## config.mk

```make
export PLATFORM = sky130hd
export DESIGN_NAME = gtimer16
export DESIGN_NICKNAME = d
export VERILOG_FILES = /design/src/rtl/tmr_pkg.sv /design/src/rtl/tmr_sync_chain.sv /design/src/rtl/tmr_prescaler.sv /design/src/rtl/tmr_counter.sv /design/src/rtl/gtimer16.sv
export SDC_FILE = /design/constraint.sdc
export NUM_CORES = 1
export LEC_CHECK = 0
export BUFFER_PORTS_ARGS = -buffer_cell sky130_fd_sc_hd__clkbuf_2
export CORE_MARGIN = 10
export CORE_UTILIZATION = 50
export CTS_CLUSTER_SIZE = 16
export DETAILED_ROUTE_END_ITERATION = 7
export PLACE_DENSITY = 0.73
export SLEW_MARGIN = 20
export SYNTH_ARGS = -nofsm -noshare
export SYNTH_HDL_FRONTEND = slang
export SYNTH_SLANG_ARGS = --single-unit
```

## constraint.sdc

```tcl
create_clock -name clk -period 2.3 [get_ports clk]
set_clock_uncertainty 0.1 [all_clocks]
set_input_delay 0.23 -clock clk [delete_from_list [all_inputs] [get_ports clk]]
set_output_delay 0.23 -clock clk [all_outputs]
set_load 0.01 [all_outputs]
```

## src/rtl/tmr_pkg.sv

```systemverilog
package tmr_pkg;
  localparam int DATA_W = 16;

  // control bit positions
  localparam int B_RUN  = 15;
  localparam int B_IDLE = 13;
  localparam int B_GATE = 7;
  localparam int B_PS_H = 5;
  localparam int B_PS_L = 4;
  localparam int B_SYNC = 2;
  localparam int B_SRC  = 1;
  localparam int B_FLAG = 0;

  localparam logic [DATA_W-1:0] CTRL_MASK = 16'hA0B7;
  localparam logic [DATA_W-1:0] PERIOD_RST = 16'hFFFF;

  typedef enum logic [1:0] {
    REG_CTRL   = 2'd0,
    REG_COUNT  = 2'd1,
    REG_PERIOD = 2'd2,
    REG_NONE   = 2'd3
  } reg_sel_e;

  typedef enum logic [1:0] {
    ACT_LOAD = 2'd0,
    ACT_CLR  = 2'd1,
    ACT_SET  = 2'd2,
    ACT_INV  = 2'd3
  } wr_act_e;

  function automatic logic [DATA_W-1:0] apply_act(input wr_act_e act,
                                                  input logic [DATA_W-1:0] cur,
                                                  input logic [DATA_W-1:0] w);
    case (act)
      ACT_LOAD: apply_act = w;
      ACT_CLR:  apply_act = cur & ~w;
      ACT_SET:  apply_act = cur | w;
      default:  apply_act = cur ^ w;
    endcase
  endfunction

  // terminal value of the divider (ratio minus one)
  function automatic logic [7:0] div_limit(input logic [1:0] sel);
    case (sel)
      2'd0:    div_limit = 8'd0;
      2'd1:    div_limit = 8'd7;
      2'd2:    div_limit = 8'd63;
      default: div_limit = 8'd255;
    endcase
  endfunction
endpackage

```

## src/rtl/tmr_sync_chain.sv

```systemverilog
module tmr_sync_chain #(
  parameter int STAGES = 2
) (
  input  logic clk,
  input  logic rst_n,
  input  logic d,
  output logic q
);
  logic [STAGES-1:0] sr;

  for (genvar i = 0; i < STAGES; i++) begin : g_stage
    if (i == 0) begin : g_first
      always_ff @(posedge clk or negedge rst_n) begin
        if (!rst_n) sr[0] <= 1'b0;
        else        sr[0] <= d;
      end
    end else begin : g_next
      always_ff @(posedge clk or negedge rst_n) begin
        if (!rst_n) sr[i] <= 1'b0;
        else        sr[i] <= sr[i-1];
      end
    end
  end

  assign q = sr[STAGES-1];
endmodule

```

## src/rtl/tmr_prescaler.sv

```systemverilog
module tmr_prescaler #(
  parameter int CW = 8
) (
  input  logic       clk,
  input  logic       rst_n,
  input  logic       run,
  input  logic       clr,
  input  logic       pulse,
  input  logic [1:0] sel,
  output logic       tick
);
  logic [CW-1:0] cnt_q;
  logic [CW-1:0] lim;
  logic          at_end;

  assign lim    = CW'(tmr_pkg::div_limit(sel));
  assign at_end = (cnt_q >= lim);
  assign tick   = run & ~clr & pulse & at_end;

  always_ff @(posedge clk or negedge rst_n) begin
    if (!rst_n)           cnt_q <= '0;
    else if (!run || clr) cnt_q <= '0;
    else if (pulse)       cnt_q <= at_end ? '0 : cnt_q + 1'b1;
  end


  idle_clear_chk: assert property (@(posedge clk) disable iff (!rst_n)
    (!run || clr) |=> (cnt_q == '0));


  restart_chk: assert property (@(posedge clk) disable iff (!rst_n)
    tick |=> (cnt_q == '0));
endmodule

```

## src/rtl/tmr_counter.sv

```systemverilog
module tmr_counter #(
  parameter int W = 16
) (
  input  logic         clk,
  input  logic         rst_n,
  input  logic         tick,
  input  logic         wr_en,
  input  logic [W-1:0] wr_val,
  input  logic [W-1:0] period,
  output logic [W-1:0] count,
  output logic         match
);
  logic [W-1:0] count_q;
  logic         at_top;

  assign at_top = (count_q == period);
  assign match  = tick & ~wr_en & at_top;
  assign count  = count_q;

  always_ff @(posedge clk or negedge rst_n) begin
    if (!rst_n)     count_q <= '0;
    else if (wr_en) count_q <= wr_val;
    else if (tick)  count_q <= at_top ? '0 : count_q + 1'b1;
  end


  wrap_to_zero_chk: assert property (@(posedge clk) disable iff (!rst_n)
    (tick && !wr_en && count_q == period) |=> (count_q == '0));


  step_one_chk: assert property (@(posedge clk) disable iff (!rst_n)
    (tick && !wr_en && count_q != period) |=> (count_q == W'($past(count_q) + 1'b1)));


  hold_chk: assert property (@(posedge clk) disable iff (!rst_n)
    (!tick && !wr_en) |=> $stable(count_q));
endmodule

```

## src/rtl/gtimer16.sv

```systemverilog
module gtimer16 #(
  parameter int ADDR_W      = 6,
  parameter int BUS_W       = 32,
  parameter int DATA_W      = tmr_pkg::DATA_W,
  parameter int SYNC_STAGES = 2,
  parameter int PRE_W       = 8
) (
  input  logic              clk,
  input  logic              rst_n,
  input  logic              bus_we,
  input  logic [ADDR_W-1:0] bus_addr,
  input  logic [BUS_W-1:0]  bus_wdata,
  output logic [BUS_W-1:0]  bus_rdata,
  input  logic              ext_clk_in,
  input  logic              gate_in,
  output logic              irq_o
);
  import tmr_pkg::*;

  localparam int PAD_W = BUS_W - DATA_W;

  reg_sel_e          sel;
  wr_act_e           act;
  logic [DATA_W-1:0] wval;
  logic [DATA_W-1:0] ctrl_q, ctrl_d;
  logic [DATA_W-1:0] period_q;
  logic [DATA_W-1:0] count;
  logic [DATA_W-1:0] rd_val;
  logic              wr_ctrl, wr_cnt, wr_per;

  assign sel     = reg_sel_e'(bus_addr[5:4]);
  assign act     = wr_act_e'(bus_addr[3:2]);
  assign wval    = bus_wdata[DATA_W-1:0];
  assign wr_ctrl = bus_we && (sel == REG_CTRL);
  assign wr_cnt  = bus_we && (sel == REG_COUNT);
  assign wr_per  = bus_we && (sel == REG_PERIOD);

  logic unused_bits;
  assign unused_bits = ^{bus_wdata[BUS_W-1:DATA_W], bus_addr[1:0]};

  // control fields
  logic       run, src_ext, use_sync, gate_en;
  logic [1:0] ps_sel;
  assign run      = ctrl_q[B_RUN];
  assign src_ext  = ctrl_q[B_SRC];
  assign use_sync = ctrl_q[B_SYNC];
  assign gate_en  = ctrl_q[B_GATE];
  assign ps_sel   = ctrl_q[B_PS_H:B_PS_L];

  // external clock paths
  logic ext_sync, ext_sync_d, ext_raw_d;
  logic gate_sync, gate_d;

  tmr_sync_chain #(.STAGES(SYNC_STAGES)) u_ext_sync (
    .clk(clk), .rst_n(rst_n), .d(ext_clk_in), .q(ext_sync));

  tmr_sync_chain #(.STAGES(SYNC_STAGES)) u_gate_sync (
    .clk(clk), .rst_n(rst_n), .d(gate_in), .q(gate_sync));

  always_ff @(posedge clk or negedge rst_n) begin
    if (!rst_n) begin
      ext_sync_d <= 1'b0;
      ext_raw_d  <= 1'b0;
      gate_d     <= 1'b0;
    end else begin
      ext_sync_d <= ext_sync;
      ext_raw_d  <= ext_clk_in;
      gate_d     <= gate_sync;
    end
  end

  logic ext_rise, gate_fall, gated, src_pulse;
  assign ext_rise  = use_sync ? (ext_sync & ~ext_sync_d) : (ext_clk_in & ~ext_raw_d);
  assign gate_fall = gate_d & ~gate_sync;
  assign gated     = gate_en & ~src_ext;

  always_comb begin
    if (src_ext)      src_pulse = ext_rise;
    else if (gate_en) src_pulse = gate_sync;
    else              src_pulse = 1'b1;
  end

  // divider and counter
  logic              tick, match, evt;
  logic [DATA_W-1:0] cnt_wval;

  tmr_prescaler #(.CW(PRE_W)) u_pre (
    .clk(clk), .rst_n(rst_n), .run(run), .clr(wr_cnt),
    .pulse(src_pulse), .sel(ps_sel), .tick(tick));

  assign cnt_wval = apply_act(act, count, wval);

  tmr_counter #(.W(DATA_W)) u_cnt (
    .clk(clk), .rst_n(rst_n), .tick(tick), .wr_en(wr_cnt),
    .wr_val(cnt_wval), .period(period_q), .count(count), .match(match));

  assign evt = run & (gated ? gate_fall : match);

  // register file
  always_comb begin
    ctrl_d = ctrl_q;
    if (wr_ctrl) ctrl_d = apply_act(act, ctrl_q, wval) & CTRL_MASK;
    if (evt)     ctrl_d[B_FLAG] = 1'b1;
  end

  always_ff @(posedge clk or negedge rst_n) begin
    if (!rst_n) begin
      ctrl_q   <= '0;
      period_q <= PERIOD_RST;
    end else begin
      ctrl_q <= ctrl_d;
      if (wr_per) period_q <= apply_act(act, period_q, wval);
    end
  end

  always_comb begin
    case (sel)
      REG_CTRL:   rd_val = ctrl_q;
      REG_COUNT:  rd_val = count;
      REG_PERIOD: rd_val = period_q;
      default:    rd_val = '0;
    endcase
  end

  assign bus_rdata = {{PAD_W{1'b0}}, rd_val};
  assign irq_o     = ctrl_q[B_FLAG];


  flag_set_chk: assert property (@(posedge clk) disable iff (!rst_n)
    evt |=> irq_o);


  flag_clear_chk: assert property (@(posedge clk) disable iff (!rst_n)
    (wr_ctrl && act == ACT_CLR && wval[B_FLAG] && !evt) |=> !irq_o);


  gate_hold_chk: assert property (@(posedge clk) disable iff (!rst_n)
    (gated && !gate_sync && !wr_cnt) |=> $stable(count));


  gate_blind_chk: assert property (@(posedge clk) disable iff (!rst_n)
    (run && src_ext && !wr_ctrl && !ext_rise) |=> !$rose(irq_o));
endmodule

```

==> run summary, run 1 <==
Clock Sinks: 54
clock tree from TritonCTS: done
weighted congestion at the end of routability-driven global placement: 0.871
Hold Crit Class: reg2reg
Period minus WS final: 2.29 ns
count of flip-flops with a built-in enable after synthesis: 0
part of the cycle the worst path needs: 0.995
predominant post-synthesis flop cell: dfrtp_1
unrepaired setup endpoints after global routing: true
total instance count after detailed placement: 835
area added between synthesis and finish: 13.8%
iteration-0 DRC count of the detailed router: 310
Filler cells: 965
async set or reset register ratio after synthesis: 1.00
yosys synthesis warning count: 0
Clock Path Buffers: 2
switching power total: 1.60 mW
maximum number of pins on one net before global-route repair: 55
sequential-to-total area share from yosys stat: 0.240
relative contribution of the clock network to total power: 0.197
number of DRC violations after detailed routing: 0
CP Data Required Time: 2.42 ns
Placed Area: 0.00627 mm²
clock slew at reported path FFs: 0.07 ns
fraction of power consumed by sequential logic: 0.347
placeable core region: 0.0110 mm²
achievable clock frequency: 0.437 GHz
HPWL Detailed: 11600 µm
number of different library cells in the post-synthesis netlist: 59
final count of negative-setup-slack endpoints: 0
critical path class: reg2reg
startpoint type of the worst setup path: flip-flop
diodes inserted: 0
total via count after detailed routing: 5119
Rel. slew slack: 0.474
input/output buffers: 41
Total Nets Final: 837
Row Count: 38
area occupied by registers: 0.00137 mm²
overall power after layout: 4.02 mW
Max-Cap Viols: 0
remaining global-route overflow: 0
final antenna-violating net count: 0
Crit path arrival time: 2.41 ns
width of the chip: 127 µm
area share of the largest cell type after synthesis: 0.193
first-pass GRT wire length: 25200 µm
detailed-route wire length: 15400 µm
clock network latency to the later pin of the worst-skew pair: 0.30 ns
Layout Cell Area excl Fill: 0.00651 mm²
IR Drop Worst-Case VDD: 0.000412 V
element type at the critical path end: flip-flop
number of buffers inserted during clock tree synthesis: 5
fraction of final layout cells with drive strength greater than 1: 0.266
non-filler instance count after layout: 847
part of the total power dissipated in combinational logic: 0.456
number of cells produced by synthesis: 638
initial standard-cell utilization of the core: 0.518
outcome: completed
Die Ht: 127 µm
mean instance size in the synthesized netlist: 8.96 µm²
number of levels the H-tree was split into: 2
fraction of power spent switching nets: 0.398
average wire length per cell after detail routing: 18.2 µm
transition at the pin with the smallest max-transition slack: 0.789 ns
Post-Synthesis Cell Area: 0.00572 mm²
power per unit of standard cell area: 618 mW/mm²
die footprint: 0.0161 mm²
clock root buffer: clkbuf_16
Tot GR Track Use: 0.185
Vias/cell: 6.04
via count of the first global-routing pass: 5133
biggest area contributors in the synthesized netlist: ha_1 (19%), dfrtp_1 (17%), dfstp_2 (7.4%)
leading area contributor after synthesis: ha_1
First-pass DRT Iterations: 5
#FFs+latches synth: 54
area used by multi-input combinational logic: 0.00380 mm²
ports placed on the boundary: 76
standby leakage power: 3.12 nW
number of hold-slack violations in the final timing report: 0
internal power consumption: 2.42 mW
final count of pins violating max slew: 0
number of antenna violations at the first check in global routing: 0
maximum fanout along the worst path: 9
## what timing repair did
item,4_1_cts,5_1_grt
endpoints found under the hold margin,40,0
hold buffers,3,0
buffers inserted,0,1
resized for setup,5,7
pin swaps,1,0
setup endpoints to repair,11,18
## final cells by class
| cell class | instances | share of cell area |
|---|---|---|
| inverter | 69 | 0.0398 |
| tap | 140 | 0.0269 |
| clock inverter | 1 | 0.000769 |
| multi-input combinational | 468 | 0.584 |
| sequential | 54 | 0.211 |
| clock buffer | 7 | 0.0219 |
| timing repair buffer | 108 | 0.116 |
## power groups by stage
| stage | Combinational (mW) | Clock (mW) | Sequential [mW] |
|---|---|---|---|
| 6_report | 1.84 | 0.791 | 1.40 |
| 3_5_place_dp | 1.78 | 0 | 1.40 |
| 3_3_place_gp | 1.68 | 0 | 1.39 |
| 2_1_floorplan | 1.21 | 0 | 1.35 |
| 4_1_cts | 1.80 | 0.814 | 1.39 |
| 5_1_grt | 2.05 | 0.837 | 1.43 |
## state kept, by name (all words and copies together), names as in the netlist
register        cells
period_q           16
u_gate_sync.sr      1
u_cnt.count        16
u_pre.cnt_q         8
ext_raw_d           1
ext_sync_d          1
ctrl_q              8
gate_d              1
u_gate_sync.q       1
u_ext_sync.q        1
## path summary, 6_finish.rpt
path	start	cells past startpoint	slack, ns	to
setup / recovery	ctrl_q[5]	7	0.01	u_pre.cnt_q[3]
hold / removal	u_gate_sync.sr[0]	0	0.25	u_gate_sync.q
setup reg to reg	ctrl_q[5]	7	0.01	u_pre.cnt_q[3]
hold reg to reg	u_gate_sync.sr[0]	0	0.25	u_gate_sync.q
max in group asynchronous	rst_n	3	1.41	period_q[4]
min in group asynchronous	rst_n	3	0.38	u_cnt.count[12]
## cell families after synthesis
group                    share of synthesized area
buffers and inverters                        0.115
other                                     0.000656
flip-flops                                   0.240
XOR/XNOR                                    0.0245
adder cells (fa/ha/maj)                      0.193
AND/OR/NAND/NOR                              0.122
multiplexers                                 0.112
AO/OA/AOI/OAI                                0.194
## worst max-delay path: stages (launching register included)
cell	delay, ns
dfrtp_2	0.41
inv_2	0.07
ha_1	0.32
o211a_1	0.14
a211o_2	0.35
a21o_4	0.27
or3_1	0.37
a31oi_1	0.18
## synth_stat cells (7+ instances only)
master    number
inv_1         67
nand3_1       13
nor4_1        10
o21ai_0       19
ha_1          88
a211oi_1      38
a21oi_1       48
dfrtp_1       38
nor2b_1        7
buf_4         21
xor2_1        16
nor3_1         7
a22o_1         8
nand2_1       32
buf_2          9
mux2_2        27
mux4_2        10
mux2i_1       11
nand4_1       11
a31oi_1        9
clkbuf_1      22
a311oi_1       7
nor2_1        30
dfstp_2       16
## stage by stage
step                utilization   TNS, ns  hold slack (ns)  setup slack, ns
floorplan                     -  -0.00254           -0.166         -0.00254
global placement          0.569         0            0.165           0.0187
detailed placement        0.569    -0.182            0.161          -0.0786
CTS                       0.586         0            0.254         0.000411
global route              0.590    -0.197            0.265          -0.0512
finish                    0.590         0            0.251           0.0112
## routing by layer
metal / GRT usage / wire length (µm) / vias up
met2: 0.310 / 7410 / 180
met4: 0.0610 / 308 / 0
met5: 0 / 0 / -
met3: 0.0312 / 990 / 22
li1: - / - / 2426
met1: 0.235 / 6670 / 2491
## cells in the final DEF, fill, tap and decap left out, types with 3 or more instances in the layout
cell type      synthesis  layout
a211o_1                4       4
nand3_1               13      13
dfstp_2               16      16
o221ai_1               6       6
nand4_1               11      11
buf_12                 0       3
o22ai_1                5       5
a311oi_1               7       6
a22o_1                 8       8
nor2b_1                7       7
ha_1                  88      88
inv_2                  2       3
a21oi_2                0       3
clkbuf_2               0      40
nand2_1               32      32
and3_1                 4       4
mux2i_1               11      11
o21ai_0               19      19
nor2_1                30      30
or3_1                  3       3
dfrtp_1               38      37
clkbuf_16              0       5
xor2_1                16      16
inv_1                 67      66
or3_2                  3       3
a211oi_1              38      37
o32ai_1                3       3
dlygate4sd3_1          0       3
a21oi_1               48      45
mux2_2                27      27
mux4_2                10      10
nor4_1                10       8
conb_1                 1      16
o211ai_1               5       5
nor3_1                 7       7
a31oi_1                9       8
buf_4                 21      62
(Power assumes the default switching activity.)
==> inputs of run 2 (changes only) <==
Settings changed: CORE_UTILIZATION 50 to 53, GPL_TIMING_DRIVEN set to 0, PLACE_DENSITY 0.73 to 0.77.
==> run summary, run 2 (synthesis results as in run 1) <==
outcome: finished with violations
violated checks: setup timing
HPWL Detailed: 13300 µm
number of hold-slack violations in the final timing report: 0
via count of the first global-routing pass: 5490
Rel. slew slack: 0.437
initial standard-cell utilization of the core: 0.549
Largest delay share family, worst path: compound AO/OA/AOI/OAI gates
Worst path depth: 9
ports placed on the boundary: 76
First-pass DRT Iterations: 5
part of the cycle the worst path needs: 1.04
width of the chip: 124 µm
number of antenna violations at the first check in global routing: 0
library cell appearing most often on the critical path: a21oi_4
clock root buffer: clkbuf_8
timing startpoint of the critical path: ctrl_q[5]
element type at the critical path end: flip-flop
final count of negative-setup-slack endpoints: 10
Tot GR Track Use: 0.232
Placed Area: 0.00617 mm²
highest-count cells in the layout ignoring fill and taps: ha_1 (85), inv_1 (66), a21oi_1 (43)
Post-Place Worst Slack: -0.620 ns
area used by multi-input combinational logic: 0.00397 mm²
Period minus WS final: 2.38 ns
iteration-0 DRC count of the detailed router: 566
clock network latency to the later pin of the worst-skew pair: 0.34 ns
first-pass GRT wire length: 28100 µm
list of cells traversed by the critical path: nor2_4, ha_2, nor3_2, a21oi_4, buf_4, a21oi_4, buf_6, nor4_1, a211o_1
final count of pins violating max slew: 0
power per unit of standard cell area: 595 mW/mm²
maximum fanout along the worst path: 10
average wire length per cell after detail routing: 21.2 µm
Total Nets Final: 849
transition at the pin with the smallest max-transition slack: 0.844 ns
total via count after detailed routing: 5420
critical path class: reg2reg
detailed-route wire length: 18100 µm
overall power after layout: 3.97 mW
reg2reg start: ctrl_q[5]
crit path max-delay cell type: dfrtp_2
worst hold slack after final layout: 0.228 ns
Layout Cell Area excl Fill: 0.00667 mm²
Clock Sinks: 54
number of DRC violations after detailed routing: 0
unrepaired setup endpoints after global routing: true
Crit path arrival time: 2.51 ns
number of buffers inserted during clock tree synthesis: 5
fin util: 0.640
Max-Cap Viols: 0
Hold Crit Class: in2async
Row Count: 37
standby leakage power: 3.12 nW
Vias/cell: 6.34
weighted congestion at the end of routability-driven global placement: 0.985
Clock Path Buffers: 2
input/output buffers: 39
clock slew at reported path FFs: 0.11 ns
final critical-path setup slack: -0.0814 ns
Worst path max stage delay: 0.49 ns
maximum number of pins on one net before global-route repair: 41
CP Data Required Time: 2.43 ns
clock tree from TritonCTS: done
die footprint: 0.0153 mm²
startpoint type of the worst setup path: flip-flop
Filler cells: 843
final antenna-violating net count: 0
achievable clock frequency: 0.420 GHz
fraction of final layout cells with drive strength greater than 1: 0.285
Buf+Inv Stages, Crit Path: 2
diodes inserted: 0
placeable core region: 0.0104 mm²
area added between synthesis and finish: 16.6%
leading cell type in the layout, fill and taps excluded: ha_1
area occupied by registers: 0.00138 mm²
IR Drop Worst-Case VDD: 0.000532 V
number of levels the H-tree was split into: 2
Die Ht: 124 µm
remaining global-route overflow: 0
cell depth of the worst flop-to-flop path: 9
## run 2: changes by cell type in the layout (fill, tap and decap cells not counted), sizes merged
cell,before,now
clkinv,1,3
clkbuf,47,69
buf,65,53
## run 2: where the power goes
part / internal, mW / switching, mW
sequential: 1.17 / 0.267
combinational: 0.834 / 1.09
clock: 0.222 / 0.387
total: 2.22 / 1.75
## run 2: stage by stage
stage / cells / TNS [ns]
5_1_grt: 855 / -1.40
4_1_cts: 846 / -0.0431
3_5_place_dp: 829 / -11.67
2_1_floorplan: 653 / -0.00254
6_report: 855 / -0.418
3_3_place_gp: 828 / -9.47
## run 2: metal layers
metal | vias up | routed length (µm) | track usage
li1 | 2444 | - | -
met1 | 2581 | 7100 | 0.284
met2 | 321 | 8400 | 0.378
met3 | 74 | 2020 | 0.0620
met4 | 0 | 630 | 0.0953
met5 | - | 0 | 0
## run 2: worst paths after layout
kind                       slack (ns)              end
min in group clk                 0.26    u_gate_sync.q
min                              0.23   u_pre.cnt_q[1]
max in group asynchronous        1.32     period_q[15]
max reg2reg                     -0.08  u_cnt.count[11]
max                             -0.08  u_cnt.count[11]
min reg2reg                      0.26    u_gate_sync.q
## run 2: cell type report
type                       instances  area share
buffer                            62      0.0647
clock buffer                       5      0.0103
clock inverter                     3     0.00394
inverter                          69      0.0392
multi-input combinational        468       0.595
sequential                        54       0.207
tap                              136      0.0255
timing repair buffer              58      0.0548
## run 2: what timing repair did
item                                    CTS  global route
setup buffers                             6             9
endpoints found under the setup margin   25            30
hold buffers                              3             0
pin swaps                                 5            10
gates resized for setup                  22            40
hold endpoints to repair                 41             0
